$ cat config.mk
export PLATFORM = sky130hd
export DESIGN_NAME = colour_cycle_gen
export DESIGN_NICKNAME = d
export VERILOG_FILES = /design/src/rtl/colour_cycle_pkg.sv /design/src/rtl/prescale_stage.sv /design/src/rtl/prescale_chain.sv /design/src/rtl/colour_counter.sv /design/src/rtl/colour_cycle_gen.sv
export SDC_FILE = /design/constraint.sdc
export NUM_CORES = 1
export LEC_CHECK = 0
export BUFFER_PORTS_ARGS = -buffer_cell sky130_fd_sc_hd__buf_2
export CAP_MARGIN = 20
export CORE_MARGIN = 10
export CORE_UTILIZATION = 54
export CTS_BUF_LIST = sky130_fd_sc_hd__clkbuf_4
export DETAILED_ROUTE_END_ITERATION = 8
export GPL_TIMING_DRIVEN = 0
export PLACE_DENSITY = 0.73
export SLEW_MARGIN = 20
export SYNTH_ARGS = -nofsm -noshare
export SYNTH_HDL_FRONTEND = slang
export SYNTH_SLANG_ARGS = --single-unit
$ cat constraint.sdc
create_clock -name clk_i -period 3 [get_ports clk_i]
set_input_delay 0.3 -clock clk_i [delete_from_list [all_inputs] [get_ports clk_i]]
set_output_delay 0.3 -clock clk_i [all_outputs]
set_load 0.01 [all_outputs]
$ cat src/rtl/colour_cycle_pkg.sv
package colour_cycle_pkg;
  localparam int unsigned COLOUR_W   = 8;
  localparam int unsigned NUM_STAGES = 3;
  typedef logic [COLOUR_W-1:0] colour_t;
endpackage

$ cat src/rtl/prescale_stage.sv
module prescale_stage #(
  parameter int unsigned W = 8
) (
  input  logic clk_i,
  input  logic rst_ni,
  input  logic en_i,
  output logic tick_o
);
  localparam logic [W-1:0] MAX = {W{1'b1}};

  logic [W-1:0] cnt_q;

  always_ff @(posedge clk_i) begin
    if (!rst_ni)   cnt_q <= '0;
    else if (en_i) cnt_q <= cnt_q + 1'b1;
  end

  // terminal count passed on to the next stage
  assign tick_o = en_i && (cnt_q == MAX);

  assert_hold_R6: assert property (@(posedge clk_i) disable iff (!rst_ni)
    !en_i |=> $stable(cnt_q));
  assert_wrap_R6: assert property (@(posedge clk_i) disable iff (!rst_ni)
    (en_i && cnt_q == MAX) |=> cnt_q == '0);
  assert_clear_R1: assert property (@(posedge clk_i)
    !rst_ni |=> cnt_q == '0);
endmodule

$ cat src/rtl/prescale_chain.sv
module prescale_chain
  import colour_cycle_pkg::*;
#(
  parameter int unsigned STAGE0_BITS = 8,
  parameter int unsigned STAGE1_BITS = 8,
  parameter int unsigned STAGE2_BITS = 7
) (
  input  logic clk_i,
  input  logic rst_ni,
  output logic step_o
);
  logic [NUM_STAGES:0] en;
  assign en[0] = 1'b1;

  for (genvar i = 0; i < NUM_STAGES; i++) begin : g_stage
    localparam int unsigned SW = (i == 0) ? STAGE0_BITS :
                                 (i == 1) ? STAGE1_BITS : STAGE2_BITS;
    prescale_stage #(.W(SW)) u_stage (
      .clk_i  (clk_i),
      .rst_ni (rst_ni),
      .en_i   (en[i]),
      .tick_o (en[i+1])
    );
  end

  assign step_o = en[NUM_STAGES];
endmodule

$ cat src/rtl/colour_counter.sv
module colour_counter
  import colour_cycle_pkg::*;
(
  input  logic    clk_i,
  input  logic    rst_ni,
  input  logic    step_i,
  output colour_t colour_o
);
  colour_t colour_q;

  // natural 8-bit overflow provides the 255 -> 0 wrap
  always_ff @(posedge clk_i) begin
    if (!rst_ni)     colour_q <= '0;
    else if (step_i) colour_q <= colour_q + 1'b1;
  end

  assign colour_o = colour_q;

  assert_hold_R5: assert property (@(posedge clk_i) disable iff (!rst_ni)
    !step_i |=> $stable(colour_q));
  assert_step_R2: assert property (@(posedge clk_i) disable iff (!rst_ni)
    (step_i && colour_q != '1) |=> colour_q == $past(colour_q) + 1'b1);
  assert_wrap_R3: assert property (@(posedge clk_i) disable iff (!rst_ni)
    (step_i && colour_q == '1) |=> colour_q == '0);
  assert_reset_R1: assert property (@(posedge clk_i)
    !rst_ni |=> colour_q == '0);
endmodule

$ cat src/rtl/colour_cycle_gen.sv
module colour_cycle_gen
  import colour_cycle_pkg::*;
#(
  parameter int unsigned STAGE0_BITS = 8,
  parameter int unsigned STAGE1_BITS = 8,
  parameter int unsigned STAGE2_BITS = 7
) (
  input  logic                clk_i,
  input  logic                rst_ni,
  output logic [COLOUR_W-1:0] colour_o
);
  localparam int unsigned TOTAL_BITS = STAGE0_BITS + STAGE1_BITS + STAGE2_BITS;
  localparam logic [TOTAL_BITS:0] LAST_GAP = {1'b0, {TOTAL_BITS{1'b1}}};

  logic step;

  prescale_chain #(
    .STAGE0_BITS (STAGE0_BITS),
    .STAGE1_BITS (STAGE1_BITS),
    .STAGE2_BITS (STAGE2_BITS)
  ) u_chain (
    .clk_i  (clk_i),
    .rst_ni (rst_ni),
    .step_o (step)
  );

  colour_counter u_colour (
    .clk_i    (clk_i),
    .rst_ni   (rst_ni),
    .step_i   (step),
    .colour_o (colour_o)
  );

  // pulse spacing monitor: clocks since reset or last step
  logic [TOTAL_BITS:0] gap_q;
  always_ff @(posedge clk_i) begin
    if (!rst_ni || step) gap_q <= '0;
    else                 gap_q <= gap_q + 1'b1;
  end

  assert_period_R4: assert property (@(posedge clk_i) disable iff (!rst_ni)
    step |-> gap_q == LAST_GAP);
  assert_no_late_R4: assert property (@(posedge clk_i) disable iff (!rst_ni)
    gap_q <= LAST_GAP);
endmodule

After elaboration in Yosys (flattened, before gate mapping)
Cells that the tools add are included.
- flip-flop bits (word level): 31
- input bits: 2
- output and inout bits: 8
- word-level logic and storage cells: 13
- add/subtract/negate cells: 4
- eq/ne operators: 3
- reduce and logical (&&, ||, !) cells: 2
- operators by type and width (operator ; count):
    $add 8x1->8 const B ; 3
    $eq 8x8->1 const B ; 2
    $add 7x1->7 const B ; 1
    $eq 7x7->1 const B ; 1
    $logic_and 1x1->1 ; 2

Longest topological paths before layout
Gate-level depths: netlist of the first run.
- word-level depth: 3
- gate-level depth with buffers: 7
- mapped depth without buffers: 5

Modules after synthesis
A second synthesis of the first run with hierarchy kept.
- cells, all modules: 149
- area total of the unflattened synthesis: 1420.1 um^2
- modules (own cells, without submodules) (module ; times used ; cells an instance ; area an instance (um^2) ; sequential area each (um^2)):
    prescale_stage at u_chain.g_stage[0].u_stage ... ; 2 ; 39 ; 367.9 ; 160.2
    colour_counter ; 1 ; 37 ; 359.1 ; 160.2
    prescale_stage at u_chain.g_stage[2].u_stage ; 1 ; 33 ; 321.6 ; 140.1
    prescale_chain ; 1 ; 1 ; 3.8 ; 0.0

Least setup slack after synthesis of the first run
OpenSTA, ideal clock, no wires.
- path kind: flip-flop to flip-flop
- start point: reg u_chain.g_stage[0].u_stage.cnt_q[0]
- end point: reg u_colour.colour_q[4] (netlist: u_colour.colour_o[4])
- arrival time: 1970 ps
- required time: 2929 ps
- slack: 959 ps
- cell stages (with the launch flop): 7
- buffers on the path: 1
- clock period less this slack: 2041 ps
- cells stage by stage: dfxtp_1 > ha_1 > nand4_1 > or4_1 > buf_2 > or4_1 > a21oi_1
- longest elaborated chain between the ends: 3
- ends and longest elaborated chain (item ; line ; text):
    start, declared ; prescale_stage.sv:11 ; logic [W-1:0] cnt_q;
    start signal, assigned ; prescale_stage.sv:15 ; else if (en_i) cnt_q <= cnt_q + 1'b1;
    $eq 8x8->1 ; prescale_stage.sv:19 ; assign tick_o = en_i && (cnt_q == MAX);
    $logic_and 1x1->1 (2 in a row) ; prescale_stage.sv:19 ;
    end signal, assigned ; colour_counter.sv:14 ; else if (step_i) colour_q <= colour_q + 1'b1;
    end, declared ; colour_counter.sv:9 ; colour_t colour_q;
Every way passes these cells.
A chain may end at the register's enable or synchronous reset.

Worst setup path in the final report of the first run
Ends and elaborated chain as after synthesis.

==> results.toml, run 1 <==
[logic_synthesis]
ys_seq_area_frac = 0.449
yosysUniqueCellTypes = 27
synth_area_sq_um = 1380
synth-edff-count = 0
synth_top_area_share = 0.449
synth.most_common_cell = "dfxtp_1"
synth_ff_type = "dfxtp_1"
async_flop_share = 0
yosys-top-cells-count = "dfxtp_1, nor2_1, a21oi_1"
syn_inst = 161
synth_nets = 167
avgSynthCellArea_sq_um = 8.59
synth_top_cells_by_area = "dfxtp_1, xnor2_1, a21oi_1"
synth_top_cell_by_area = "dfxtp_1"
yosysWarnings = 0
ys_seq_elements = 31

[layout]
drive_above_1_share = 0.107
multi_input_area_sq_um = 716
fin_nets = 183
stdcell_count = 207
final_util = 0.616
areaGrowthSynthToFinish_pct = 9.32
num_antenna_cells = 0
final-seq-area_sq_um = 621
n_fill_cell = 223

[floorplan]
die_x_um = 70.6
coreArea_sq_um = 2450
start_util = 0.563
die_area_sq_um = 4980
die_h_um = 70.6
pin_count = 10
rows = 18

[place]
gp_congestion = 0.788
place_ws_ps = 727
io_buffers = 9
hpwl_um = 1950
placed_cells = 200

[timing]
max_freq_mhz = 436
layout_min_cycle_time_ps = 2300
final-hold-violation-count = 0
slew_headroom = 0.685
setup_viol_count_final = 0
rsz0062_at_grt = "no"
tns_ps = 0
worst_pin_slew_ps = 472
slew_violations = 0
finClkSkew_ps = 10.5
fin_crit_sh = 0.765
setup_ws_ps = 704

[critical_path]
cp_top_family = "simple AND/OR/NAND/NOR gates"
worstPathArrival_ps = 2500
worst_path_max_delay_cell = "or4_1"
cp_max_fo = 10
slowest_delay_ps = 570
endpoint_kind = "flip-flop"
cp-start-kind = "flip-flop"
cp_num_buf_inv = 2
crit_chain = "ha_1 > nand4_1 > or4_1 > buf_2 > clkbuf_1 > o31ai_1 > a21oi_1"
worstSetupPathType = "reg2reg"
cp.required_ps = 3200

[power_and_ir_drop]
p_leak_nw = 0.482
p_total_mw = 0.647
p_int_mw = 0.502
seqPwrFrac = 0.646
comb_power_share = 0.023
power_switching_mw = 0.145
switching_share = 0.224
pwr-share-clk = 0.331
ir_drop_mv = 0.367
pwr_density_cell_nw_per_um2 = 428

[cts]
clk_root_buffer_cell = "clkbuf_4"
cts_tree = "done"
cts.sinks = 31
clk_pin_slew_ps = 90
hold_buffers = 0
cts_made_buffers = 5
clk_latency_ps = 330
post_cts_buffers = 0
clockBufferDepth = 2
cts_max_level = 2
cts_resized = 0

[global_route]
grt_antenna_before_repair = 0
grt_max_degree = 11
grt_pass1_wl_um = 4660
grt_usage = 0.111
grt_pass1_vias = 1131
grt_overflow_total = 0

[drt]
post_drt_via_cell_ratio = 5.74
dr_total_vias = 1188
drt_iter0_drc = 82
drc = 0
routed_wl_um = 2680
wire_per_inst_um = 13.0
dr.pass1.iters = 4
final_antenna_net_count = 0

[run_status]
status = "completed"

[flow_run]
drv_cap = 0

[min_path]
hold_class = "in2reg"
## final timing paths
path | slack, ps | depth (start not counted) | to | start
setup / recovery | 700 | 7 | u_colour.colour_o[4]$_SDFFE_PN0P_ | u_chain.g_stage[0].u_stage.cnt_q[0]$_SDFF_PN0_
hold / removal | 270 | 3 | u_colour.colour_o[7]$_SDFFE_PN0P_ | rst_ni
setup reg to reg | 700 | 7 | u_colour.colour_o[4]$_SDFFE_PN0P_ | u_chain.g_stage[0].u_stage.cnt_q[0]$_SDFF_PN0_
hold reg to reg | 470 | 2 | u_colour.colour_o[7]$_SDFFE_PN0P_ | u_colour.colour_o[7]$_SDFFE_PN0P_
## sequential cells by signal, indices dropped and copies added, names as in the netlist
| name | cells |
|---|---|
| u_chain.g_stage.u_stage.cnt_q | 23 |
| u_colour.colour_o | 8 |
## through the flow
step                      area (sq um)  hold slack, ps
after floorplan                   1380             422
after global placement            1470             442
after detailed placement          1470             457
after CTS                         1510             264
after global routing              1510             283
final                             1510             269
## final cells by class
cell class                 instances  share of cell area
buffer                             5              0.0132
sequential                        31               0.411
clock buffer                       5              0.0248
tap                               30              0.0248
timing repair buffer               9              0.0298
multi-input combinational        118               0.474
clock inverter                     2             0.00579
inverter                           7              0.0174
## worst reg2reg max path: stages (launching register included)
cell and delay (ps):
dfxtp_1 380, ha_1 230, nand4_1 150, or4_1 570
buf_2 190, clkbuf_1 230, o31ai_1 320, a21oi_1 90
## power by group through the flow
stage / clock network, mW / registers, mW / logic [mW]
6_report: 0.214 / 0.418 / 0.0152
5_1_grt: 0.240 / 0.419 / 0.0173
4_1_cts: 0.224 / 0.418 / 0.0154
3_5_place_dp: 0 / 0.428 / 0.0153
3_3_place_gp: 0 / 0.427 / 0.0148
2_1_floorplan: 0 / 0.427 / 0.00999
## layer usage
layer	track usage	routed length, um	vias to the layer above
li1	-	-	616
met1	0.117	1220	553
met2	0.184	1280	12
met3	0.0418	134	7
met4	0.0688	48	0
met5	0	0	-
## cells by family (layout without fill, tap and decap cells)
group,count (synthesis),after routing,synth area share
mux,1,1,0.00724
xor+xnor,13,13,0.0824
flops,31,31,0.449
buf+inv,12,28,0.0335
fa+ha+maj,4,4,0.0362
simple gates,72,72,0.278
compound gates,28,28,0.114
## cell usage in the layout (no fill, tap or decap)
cell type	synthesis	layout
nand2_1	12	12
o21ai_0	7	7
inv_1	6	6
nand2b_1	1	1
or2_2	1	1
nand3_2	1	1
ha_1	4	4
and4_1	1	1
clkinv_1	0	1
buf_1	2	2
clkbuf_4	0	5
nand3_1	10	10
nand4_1	6	6
or4_1	9	9
buf_2	1	10
o31ai_1	7	7
nor4_1	5	5
xnor2_1	10	10
a21oi_1	14	14
inv_2	1	1
clkinv_2	0	1
dfxtp_1	31	31
xor2_1	3	3
nand3b_1	1	1
or3_1	5	5
and2_1	1	1
nor2_1	15	15
nor3_1	4	4
mux2i_1	1	1
clkbuf_1	2	2
Power figures use the tool's default switching activity.
==> run 2, diff against run 1 <==
clock period = 2.2 ns   (was 3 ns; I/O delays follow)
==> run 2 against run 1 <==
Register-to-register slack worse by 620 ps; die area stayed put; hold slack worse by 73 ps.
==> results.toml, run 2 (same netlist as run 1, synthesis figures left out) <==
[critical_path]
slowest_delay_ps = 540
endpoint_kind = "flip-flop"
crit_chain = "ha_1 > nand3_2 > or4_4 > buf_4 > or4_1 > a21oi_1"
worstReg2RegStart = "u_chain.g_stage[1].u_stage.cnt_q[0]$_SDFFE_PN0N_"
crit_start = "u_chain.g_stage[1].u_stage.cnt_q[0]$_SDFFE_PN0N_"
cp_num_buf_inv = 1
worstPathArrival_ps = 2370
cp.required_ps = 2460
worstSetupPathType = "reg2reg"
cp-start-kind = "flip-flop"
worst_path_max_delay_cell = "or4_4"
cp_max_fo = 10
cp_top_family = "simple AND/OR/NAND/NOR gates"

[floorplan]
start_util = 0.563
coreArea_sq_um = 2450
rows = 18
pin_count = 10
die_area_sq_um = 4980
die_x_um = 70.6
die_h_um = 70.6

[timing]
fin_crit_sh = 0.962
finClkSkew_ps = 11.5
slew_headroom = 0.680
worst_pin_slew_ps = 480
setup_viol_count_final = 0
slew_violations = 0
layout_min_cycle_time_ps = 2120
max_freq_mhz = 473
tns_ps = 0
rsz0062_at_grt = "no"
final-hold-violation-count = 0

[drt]
final_antenna_net_count = 0
routed_wl_um = 2680
dr.pass1.iters = 4
drt_iter0_drc = 84
dr_total_vias = 1201
post_drt_via_cell_ratio = 5.80
wire_per_inst_um = 13.0
drc = 0

[layout]
stdcell_count = 207
final_area_sq_um = 1540
largest_register_ffs = 23
regMostFlops = "u_chain.g_stage.u_stage.cnt_q"
fin_nets = 183
final_common_cell = "dfxtp_1"
num_antenna_cells = 0
areaGrowthSynthToFinish_pct = 11.5
drive_above_1_share = 0.164
final_cell_mix = "dfxtp_1, nor2_1, a21oi_1, nand2_1, xnor2_1"

[place]
placed_cell_area_sq_um = 1470
hpwl_um = 1950
gp_congestion = 0.788
placed_cells = 200
io_buffers = 9

[power_and_ir_drop]
p_total_mw = 0.881
p_leak_nw = 0.488
ir_drop_mv = 0.531
pwr_density_cell_nw_per_um2 = 571

[min_path]
hold_class = "in2reg"
hp-start = "rst_ni"

[cts]
clockBufferDepth = 2
hold_buffers = 0
cts_tree = "done"
cts_made_buffers = 5
cts.sinks = 31
clk_latency_ps = 330
clk_pin_slew_ps = 90
cts_max_level = 2
clk_root_buffer_cell = "clkbuf_4"

[global_route]
grt_overflow_total = 0
grt_usage = 0.111
grt_pass1_wl_um = 4680
grt_antenna_before_repair = 0
grt_max_degree = 11
grt_pass1_vias = 1137

[run_status]
status = "completed"

[flow_run]
drv_cap = 0
run 2: cell count changes in the layout (fill, tap and decap cells not counted), moves of 2 or more:
cell,delta
o31ai_2,+2
dfxtp_2,+4
dfxtp_1,-4
o31ai_1,-2
run 2: worst min-delay path, stage by stage:
cell and delay [ps]:
buf_2 140, nand2_1 70, mux2i_1 50
run 2: cell type report:
cell class,instances,area [sq um]
Inverter,7,26.3
Timing Repair Buffer,9,45.0
Clock buffer,5,37.5
Clock inverter,2,8.76
Tap cell,30,37.5
Multi-Input combinational cell,118,737
Fill cell,218,913
Buffer,5,23.8
Sequential cell,31,626
run 2: stage by stage:
step / hold WS, ps / utilization / setup WS (ps)
after CTS: 184 / 0.621 / 11.4
after detailed placement: 457 / 0.597 / -73.0
after floorplan: 342 / - / 159
after global placement: 442 / 0.597 / -33.2
after global routing: 203 / 0.628 / 16.4
final: 196 / 0.628 / 83.7
run 2: path summary, 6_finish.rpt:
check                                                   end  slack, ps  cells past startpoint
min reg2reg  u_chain.g_stage[0].u_stage.cnt_q[0]$_SDFF_PN0_        440                      1
min                       u_colour.colour_o[7]$_SDFFE_PN0P_        200                      3
max                       u_colour.colour_o[4]$_SDFFE_PN0P_         80                      6
max reg2reg               u_colour.colour_o[4]$_SDFFE_PN0P_         80                      6
run 2: power breakdown:
group          internal, mW  total (mW)  switching (mW)
combinational       0.00661      0.0211          0.0145
sequential            0.566       0.571         0.00485
clock                 0.113       0.289           0.176
run 2: layer usage:
metal | global-route usage | share of wire | vias to the layer above
met5 | 0 | 0 | -
met4 | 0.0688 | 0.013 | 0
met3 | 0.0418 | 0.052 | 6
met2 | 0.185 | 0.49 | 15
met1 | 0.117 | 0.45 | 566
li1 | - | - | 614
run 2: what timing repair did:
action                                  in CTS  in global routing
buffers inserted                             0                  0
endpoints found under the setup margin       5                  7
pin swaps                                    0                  1
gates resized for setup                      6                  5
==> run 3, diff against run 2 <==
CTS_BUF_LIST = sky130_fd_sc_hd__clkbuf_16   (was sky130_fd_sc_hd__clkbuf_4)
==> run 3 against run 2 <==
Non-clock buffer count rose by 1; register-to-register slack hardly changed; cell count rose by 0.48%; combinational power rose by 6%; critical endpoint unchanged; largest power group is now the clock network; highest routed layer unchanged.
==> results.toml, run 3 (same netlist as run 1, synthesis figures left out) <==
[run_status]
status = "completed"

[power_and_ir_drop]
ir_drop_mv = 0.679
power_switching_mw = 0.239
p_leak_nw = 0.528
pwr_density_cell_nw_per_um2 = 741
seqPwrFrac = 0.470
pwr-share-clk = 0.511
comb_power_share = 0.018
switching_share = 0.196
p_int_mw = 0.980

[cts]
clk_root_buffer_cell = "clkbuf_16"
hold_buffers = 0
clockBufferDepth = 2
clk_pin_slew_ps = 50
cts_tree = "done"
clk_latency_ps = 270
cts_max_level = 2
cts_made_buffers = 5
cts.sinks = 31

[timing]
rsz0062_at_grt = "no"
fin_crit_sh = 0.962
tns_ps = 0
setup_ws_ps = 83.5
slew_violations = 0
worst_pin_slew_ps = 481
slew_headroom = 0.680
finClkSkew_ps = 6.53
max_freq_mhz = 472
layout_min_cycle_time_ps = 2120
setup_viol_count_final = 0
final-hold-violation-count = 0

[layout]
regMostFlops = "u_chain.g_stage.u_stage.cnt_q"
final_area_sq_um = 1640
fin_nets = 184
final_common_cell = "dfxtp_1"
areaGrowthSynthToFinish_pct = 18.9
drive_above_1_share = 0.180
stdcell_count = 208
largest_register_ffs = 23
final_util = 0.670
num_antenna_cells = 0
final_cell_mix = "dfxtp_1, nor2_1, a21oi_1, nand2_1"

[floorplan]
coreArea_sq_um = 2450
die_area_sq_um = 4980
start_util = 0.563
die_h_um = 70.6
pin_count = 10
rows = 18
die_x_um = 70.6

[critical_path]
cp.required_ps = 2400
cp-start-kind = "flip-flop"
worstSetupPathType = "reg2reg"
crit_start = "u_chain.g_stage[1].u_stage.cnt_q[0]$_SDFFE_PN0N_"
worstPathArrival_ps = 2320
worstReg2RegStart = "u_chain.g_stage[1].u_stage.cnt_q[0]$_SDFFE_PN0N_"
endpoint_kind = "flip-flop"
cp_max_fo = 10

[global_route]
grt_overflow_total = 0
grt_antenna_before_repair = 0
grt_pass1_vias = 1131
grt_max_degree = 11
grt_usage = 0.112
grt_pass1_wl_um = 4730

[drt]
drt_iter0_drc = 97
wire_per_inst_um = 13.4
dr_total_vias = 1197
dr.pass1.iters = 4
post_drt_via_cell_ratio = 5.75
final_antenna_net_count = 0
routed_wl_um = 2780
drc = 0

[place]
placed_cells = 200
hpwl_um = 1950
placed_cell_area_sq_um = 1470
io_buffers = 9
gp_congestion = 0.788
place_ws_ps = -73.0

[min_path]
hp-start = "rst_ni"
hold_class = "in2reg"

[flow_run]
drv_cap = 0
## run 3: layer usage
| metal | track usage | share of wire | wire length (um) |
|---|---|---|---|
| met1 | 0.119 | 0.45 | 1250 |
| met2 | 0.188 | 0.49 | 1360 |
| met3 | 0.0502 | 0.051 | 141 |
| met4 | 0.0495 | 0.013 | 36 |
| met5 | 0 | 0 | 0 |
## run 3: layout make-up
| class | instances | area [sq um] |
|---|---|---|
| Timing Repair Buffer | 10 | 52.6 |
| Clock buffer | 5 | 125 |
| Clock inverter | 2 | 8.76 |
| Multi-Input combinational cell | 118 | 744 |
| Inverter | 7 | 26.3 |
| Buffer | 5 | 23.8 |
| Fill cell | 202 | 811 |
| Tap cell | 30 | 37.5 |
| Sequential cell | 31 | 626 |
## run 3: through the flow
step                      total power [mW]  hold slack (ps)
after floorplan                      0.596              342
after global placement               0.603              442
after detailed placement             0.604              457
after CTS                             1.23              255
after global routing                  1.26              289
final                                 1.22              253
## run 3: timing repair
item / CTS / global route
pin swaps: 0 / 2
setup buffers: 0 / 1
setup endpoints to repair: 6 / 9
resized for setup: 5 / 9
## run 3: power by group through the flow
stage | Clock, mW | Sequential (mW) | Combinational [mW]
after CTS | 0.637 | 0.573 | 0.0215
after global routing | 0.657 | 0.573 | 0.0253
after global placement | 0 | 0.583 | 0.0202
after floorplan | 0 | 0.582 | 0.0136
after detailed placement | 0 | 0.583 | 0.0209
final | 0.623 | 0.573 | 0.0224
## run 3: path summary, 6_finish.rpt
| kind | end | slack [ps] | cells after the start |
|---|---|---|---|
| max | u_colour.colour_o[4]$_SDFFE_PN0P_ | 80 | 6 |
| min | u_chain.g_stage[0].u_stage.cnt_q[1]$_SDFF_PN0_ | 250 | 2 |
| max reg2reg | u_colour.colour_o[4]$_SDFFE_PN0P_ | 80 | 6 |
| min reg2reg | u_chain.g_stage[0].u_stage.cnt_q[0]$_SDFF_PN0_ | 430 | 1 |
## run 3: critical path, stage by stage (launching register included)
cell and delay, ps:
dfxtp_2 360, ha_2 200, nand3_2 120, or4_4 540, buf_4 180, or4_1 510, a21oi_1 150
